==> src/rtl/obc_pkg.sv <==
package obc_pkg;
    localparam int NUM_COLORS = 3;

    typedef enum logic [1:0] {
        CLS_DUMMY  = 2'b00,
        CLS_DARK   = 2'b01,
        CLS_ACTIVE = 2'b10,
        CLS_SPARE  = 2'b11
    } pix_class_e;

    // lane index of a color code: 01 -> 0 (red), 10 -> 1 (green), 11 -> 2 (blue)
    function automatic logic [1:0] color_index(input logic [1:0] code);
        return code - 2'd1;
    endfunction
endpackage

==> src/rtl/obc_decode.sv <==
module obc_decode
    import obc_pkg::*;
(
    input  logic                  valid_i,
    input  logic [1:0]            code_i,
    input  logic [1:0]            class_i,
    output logic [NUM_COLORS-1:0] hit_o,
    output logic                  dark_o,
    output logic                  active_o,
    output logic                  code_err_o
);
    assign code_err_o = valid_i && (code_i == 2'b00);
    assign dark_o     = (class_i == CLS_DARK);
    assign active_o   = (class_i == CLS_ACTIVE);

    for (genvar g = 0; g < NUM_COLORS; g++) begin : g_hit
        assign hit_o[g] = valid_i && (code_i == 2'(g + 1));
    end
endmodule

==> src/rtl/obc_lane.sv <==
module obc_lane #(
    parameter int DW          = 12,
    parameter int OB_PIX      = 48,
    parameter int ACT_PIX     = 2700,
    parameter int SCALE_MUL   = 43,
    parameter int SCALE_SHIFT = 11
) (
    input  logic          clk,
    input  logic          rst_n,
    input  logic          sol_i,
    input  logic          hit_i,
    input  logic          dark_i,
    input  logic          active_i,
    input  logic [DW-1:0] sample_i,
    output logic [DW-1:0] offset_o,
    output logic          emit_o
);
    localparam int ACCW  = DW + $clog2(OB_PIX);
    localparam int MULW  = $clog2(SCALE_MUL + 1);
    localparam int PW    = ACCW + MULW;
    localparam int OBCW  = $clog2(OB_PIX + 1);
    localparam int ACTCW = $clog2(ACT_PIX + 1);

    localparam logic [OBCW-1:0]  OB_END  = OBCW'(OB_PIX);
    localparam logic [OBCW-1:0]  OB_LAST = OBCW'(OB_PIX - 1);
    localparam logic [ACTCW-1:0] ACT_END = ACTCW'(ACT_PIX);
    localparam logic [PW-1:0]    SAT     = PW'((1 << DW) - 1);
    localparam logic [PW-1:0]    MULV    = PW'(SCALE_MUL);

    typedef struct packed {
        logic [ACCW-1:0]  acc;
        logic [OBCW-1:0]  ob_cnt;
        logic [ACTCW-1:0] act_cnt;
        logic [DW-1:0]    offset;
    } lane_st_t;

    lane_st_t st_d, st_q;
    logic [ACCW-1:0]  acc_base, sum;
    logic [OBCW-1:0]  ob_base;
    logic [ACTCW-1:0] act_base;
    logic [PW-1:0]    scaled;

    always_comb begin
        st_d     = st_q;
        emit_o   = 1'b0;
        acc_base = sol_i ? '0 : st_q.acc;
        ob_base  = sol_i ? '0 : st_q.ob_cnt;
        act_base = sol_i ? '0 : st_q.act_cnt;
        sum      = acc_base + ACCW'(sample_i);
        scaled   = (PW'(sum) * MULV) >> SCALE_SHIFT;

        st_d.acc     = acc_base;
        st_d.ob_cnt  = ob_base;
        st_d.act_cnt = act_base;

        if (hit_i && dark_i && (ob_base < OB_END)) begin
            st_d.acc    = sum;
            st_d.ob_cnt = ob_base + 1'b1;
            if (ob_base == OB_LAST) begin
                st_d.offset = (scaled > SAT) ? DW'(SAT) : scaled[DW-1:0];
            end
        end

        if (hit_i && active_i && (act_base < ACT_END)) begin
            st_d.act_cnt = act_base + 1'b1;
            emit_o       = 1'b1;
        end
    end

    always_ff @(posedge clk or negedge rst_n) begin
        if (!rst_n) st_q <= '0;
        else        st_q <= st_d;
    end

    assign offset_o = st_q.offset;
endmodule

==> src/rtl/obc_subtract.sv <==
module obc_subtract #(
    parameter int DW = 12
) (
    input  logic          clk,
    input  logic          rst_n,
    input  logic          fire_i,
    input  logic          err_i,
    input  logic [1:0]    code_i,
    input  logic [DW-1:0] sample_i,
    input  logic [DW-1:0] offset_i,
    output logic          valid_o,
    output logic [DW-1:0] pixel_o,
    output logic [1:0]    code_o,
    output logic          err_o
);
    typedef struct packed {
        logic          valid;
        logic [DW-1:0] pixel;
        logic [1:0]    code;
        logic          err;
    } out_st_t;

    out_st_t st_d, st_q;

    always_comb begin
        st_d       = st_q;
        st_d.valid = fire_i;
        st_d.err   = err_i;
        if (fire_i) begin
            st_d.code  = code_i;
            st_d.pixel = (sample_i > offset_i) ? (sample_i - offset_i) : '0;
        end
    end

    always_ff @(posedge clk or negedge rst_n) begin
        if (!rst_n) st_q <= '0;
        else        st_q <= st_d;
    end

    assign valid_o = st_q.valid;
    assign pixel_o = st_q.pixel;
    assign code_o  = st_q.code;
    assign err_o   = st_q.err;
endmodule

==> src/rtl/obc_offset_corrector.sv <==
module obc_offset_corrector
    import obc_pkg::*;
#(
    parameter int DW          = 12,
    parameter int OB_PIX      = 48,
    parameter int ACT_PIX     = 2700,
    parameter int SCALE_MUL   = 43,
    parameter int SCALE_SHIFT = 11
) (
    input  logic          clk,
    input  logic          rst_n,
    input  logic          in_valid,
    input  logic [DW-1:0] in_sample,
    input  logic [1:0]    in_color,
    input  logic [1:0]    in_class,
    input  logic          in_sol,
    output logic          out_valid,
    output logic [DW-1:0] out_pixel,
    output logic [1:0]    out_color,
    output logic          color_err,
    output logic [DW-1:0] off_red,
    output logic [DW-1:0] off_green,
    output logic [DW-1:0] off_blue
);
    logic [NUM_COLORS-1:0] hit, emit;
    logic                  is_dark, is_active, code_err, line_start;
    logic [DW-1:0]         lane_off [NUM_COLORS];
    logic [DW-1:0]         sel_off;

    obc_decode u_dec (
        .valid_i    (in_valid),
        .code_i     (in_color),
        .class_i    (in_class),
        .hit_o      (hit),
        .dark_o     (is_dark),
        .active_o   (is_active),
        .code_err_o (code_err)
    );

    assign line_start = in_valid && in_sol && !code_err;

    for (genvar g = 0; g < NUM_COLORS; g++) begin : g_lane
        obc_lane #(
            .DW          (DW),
            .OB_PIX      (OB_PIX),
            .ACT_PIX     (ACT_PIX),
            .SCALE_MUL   (SCALE_MUL),
            .SCALE_SHIFT (SCALE_SHIFT)
        ) u_lane (
            .clk      (clk),
            .rst_n    (rst_n),
            .sol_i    (line_start),
            .hit_i    (hit[g]),
            .dark_i   (is_dark),
            .active_i (is_active),
            .sample_i (in_sample),
            .offset_o (lane_off[g]),
            .emit_o   (emit[g])
        );
    end

    always_comb begin
        case (color_index(in_color))
            2'd0:    sel_off = lane_off[0];
            2'd1:    sel_off = lane_off[1];
            2'd2:    sel_off = lane_off[2];
            default: sel_off = '0;
        endcase
    end

    obc_subtract #(.DW(DW)) u_sub (
        .clk      (clk),
        .rst_n    (rst_n),
        .fire_i   (|emit),
        .err_i    (code_err),
        .code_i   (in_color),
        .sample_i (in_sample),
        .offset_i (sel_off),
        .valid_o  (out_valid),
        .pixel_o  (out_pixel),
        .code_o   (out_color),
        .err_o    (color_err)
    );

    assign off_red   = lane_off[0];
    assign off_green = lane_off[1];
    assign off_blue  = lane_off[2];
endmodule

==> config.mk <==
export PLATFORM = sky130hd
export DESIGN_NAME = obc_offset_corrector
export DESIGN_NICKNAME = d
export VERILOG_FILES = /design/src/rtl/obc_pkg.sv /design/src/rtl/obc_decode.sv /design/src/rtl/obc_lane.sv /design/src/rtl/obc_subtract.sv /design/src/rtl/obc_offset_corrector.sv
export SDC_FILE = /design/constraint.sdc
export NUM_CORES = 1
export LEC_CHECK = 0
export ABC_CLOCK_PERIOD_IN_PS = 11350
export BUFFER_PORTS_ARGS = -buffer_cell sky130_fd_sc_hd__buf_2
export CORE_UTILIZATION = 31
export DETAILED_ROUTE_END_ITERATION = 8
export REMOVE_ABC_BUFFERS = 1
export SYNTH_ARGS = -nofsm -noshare
export SYNTH_HDL_FRONTEND = slang
export SYNTH_SLANG_ARGS = --single-unit
==> constraint.sdc <==
create_clock -name clk -period 11.35 [get_ports clk]
set_input_delay 0 -clock clk [delete_from_list [all_inputs] [get_ports clk]]
set_output_delay 0 -clock clk [all_outputs]
set_load 0.02 [all_outputs]
==> key figures <==
STA
  • Slew HR: around 29%
  • Setup tns final: 0 ns
  • Slew Viols, Final: 0
  • Min cycle time layout: roughly 7.9 ns
  • Crit share post-route: 69.5%
  • RSZ-0062 raised after global routing: no
  • Fin Clk Skew: roughly 0.012 ns
  • Final Hold Viols: 0
  • Maximum clock frequency: 0.127 GHz
  • Final hold slack: between 0.05 and 0.06 ns
  • Worst-Margin Slew: roughly 1.1 ns
  • Final setup violation count: 0

Detailed routing
  • Number of DRC markers in iteration 0: 740
  • Total Wirelength: 40,100 um
  • Number of detailed-route iterations in the first pass: 7
  • Residual DRC count: 0
  • Final ANT Viol Nets: 0
  • Wire per inst: roughly 16 um
  • Vias per cell: 4.94
  • Via Count: ~13,000

Critical path
  • Crit-path max FO: 63
  • Critical path class: in2reg
  • Launch point of the worst path: in_valid
  • Startpoint types: input pin
  • CP Capture Type: flip-flop
  • CP required: about 12 ns
  • Worst Path Arrival: between 8 and 9 ns
  • FF-to-FF Start: g_lane[0].u_lane.st_q[38]

Cells and area
  • Area growth syn-to-layout: 8.65%
  • Design Area, Final: around 18,000 um2
  • # fillers: around 5,400
  • Final non-filler cell total: roughly 2,600
  • Area occupied by multi-input gates: 11,200 um2
  • Register Area: ~4000 um2
  • Fin nets: 2,176
  • Layout cells sized above 1: 10.2%

Placement
  • Dpl cells: between 2,000 and 3,000
  • RePlAce Congestion: about 0.90
  • Placed Area: around 17,000 um2
  • Port bufs: about 70
  • Post-detail-place hpwl: roughly 32,000 um

Synth
  • Synth Flop Type: dfrtp_1
  • Post-synthesis area per instance: about 9.0 um2
  • Async set-reset flop share out of synthesis: 100%
  • Gate Count Post-Synth: between 1,500 and 2,000
  • Warnings, synthesis: 0
  • Count of state elements after synthesis: 160
  • Cell area after synthesis: 16,600 um2
  • Seq/Total Area, Yosys: between 20% and 30%
  • Synth unique cells: ~80
  • EDFF count, synth: 0

Pwr
  • Lkg Pwr: slightly above 9 nW
  • Worst vdd ir: approximately 0.12 mV
  • Pwr/cell area: 174 nW/um2

Clock tree
  • CTS sink cnt: 160
  • Cts bufs inserted: 17
  • Root Driver: clkbuf_16
  • Clock Tree Buf Depth: 2
  • CTS clk-pin slew, worst paths: around 0.08 ns
  • Post-CTS Hold Fix Bufs: 2
  • CTS tree: yes
  • H-tree depth: 4
  • Post_cts resized: 0
  • Clock Latency Late Sink: about 0.45 ns
  • Postcts setup bufs: 0

Global route
  • First-pass GRT wire length: approximately 66,000 um
  • GR Util All Layers: between 10% and 20%
  • GRT Residual Overflow: 0
  • Pin count of the biggest net entering global routing: 64
  • Initial antenna violation count: 1
  • Number of global-route vias before repair: between 10,000 and 15,000

Floorplan
  • Die width: between 200 and 250 um
  • Die Height: approximately 230 um
  • Ports: a little over 70
  • Starting density of the core: approximately a third
  • Core area: approximately 53,000 um2
  • Row count: between 80 and 90
  • Area of the die: between 50,000 and 60,000 um2

Min path
  • Min-delay worst type: in2async

Outcome
  • Status: complete, no violations

Job
  • Max-cap violation count: 0
-- synth_stat cells, drive strengths merged (39+ instances only) --
cell type    n  area, um2
a21oi       86        434
and2        55        344
buf         47        329
clkbuf      39        148
dfrtp      160       4000
fa          88       1760
ha         213       2670
inv        254        953
mux2        51        574
nand2      134        503
nor2       130        495
o21ai       65        325
xnor2       78        683
xor2        82        718
-- cells by family after synthesis --
group / synth area share (%)
and+or+nand+nor: 15.0
xor gates and xnor gates: 8.45
DFF: 24.2
muxes: 4.55
AOI/OAI and AO/OA: 12.5
adders and majority gates: 26.7
buffers and inverters: 8.63
-- registers in the layout, indices dropped and copies added (netlist names) --
name	cells
g_lane.u_lane.st_q	108
g_lane.u_lane.offset_o	36
u_sub.err_o	1
u_sub.valid_o	1
u_sub.code_o	2
u_sub.pixel_o	12
-- layout make-up --
type | count | share of cell area (%)
diodes | 1 | 0.0139
clock buffers | 17 | 2.36
clock inverters | 15 | 1.06
inverters | 254 | 5.29
multi-input cells | 1344 | 61.9
flip-flops and latches | 160 | 22.2
well taps | 688 | 4.78
repair buffers | 78 | 2.33
-- layout by cell type, fill, tap and decap left out, drive strengths merged, types with 51 or more instances in the layout --
cell type and n:
inv 262, ha 213, dfrtp 160, nand2 134, nor2 130, fa 88, a21oi 86, xor2 82
xnor2 78, buf 76, o21ai 65, and2 55, mux2 51
-- where the power goes --
group,total (mW),internal (mW),switching (mW)
Sequential,0.605,0.594,0.0112
Clock,0.610,0.319,0.291
Combinational,1.92,0.768,1.16
-- through the flow --
stage	total power [mW]	setup WS [ns]	util [%]
2_1_floorplan	2.07	3.88	-
3_3_place_gp	2.50	3.41	33.0
3_5_place_dp	2.55	3.11	33.0
4_1_cts	3.18	3.58	34.2
5_1_grt	3.48	2.87	34.2
6_report	3.14	3.46	34.2
-- per-layer routing --
metal  routed length (um)  vias to the layer above  global-route usage [%]  share of wire, %
li1                     -                     6220                       -                 -
met1                19100                     6120                    20.6                48
met2                17900                      260                    24.4                45
met3                 2450                       38                    3.33               6.1
met4                  667                        2                    4.31               1.7
met5                   14                        -                       0             0.035
-- worst max-delay path, cell delays in order --
cell	delay (ns)
dlygate4sd3_1	0.53
buf_2	0.16
o211ai_4	0.31
buf_4	0.64
and2_1	0.26
ha_1	0.33
a21o_1	0.25
a2111oi_2	0.51
o21ai_0	0.31
a41oi_2	0.45
xor2_1	0.12
nor2_1	0.42
ha_1	0.34
fa_1	0.53
inv_1	0.05
fa_1	0.53
inv_1	0.04
ha_1	0.34
a21oi_1	0.21
o221ai_1	0.17
a21boi_0	0.26
o211ai_1	0.23
a221oi_2	0.37
xor2_1	0.54
a31oi_1	0.19
-- path summary, 6_finish.rpt --
path	endpoint	slack (ns)	depth (start not counted)
setup / recovery	g_lane[0].u_lane.offset_o[2]	3.46	25
hold / removal	g_lane[2].u_lane.st_q[15]	0.06	2
setup reg to reg	g_lane[0].u_lane.offset_o[2]	4.40	21
hold reg to reg	u_sub.pixel_o[0]	0.48	2
max in group asynchronous	g_lane[2].u_lane.offset_o[0]	9.42	4
min in group clk	u_sub.err_o	0.06	2
Note: power is estimated with default switching activity, not from simulation.
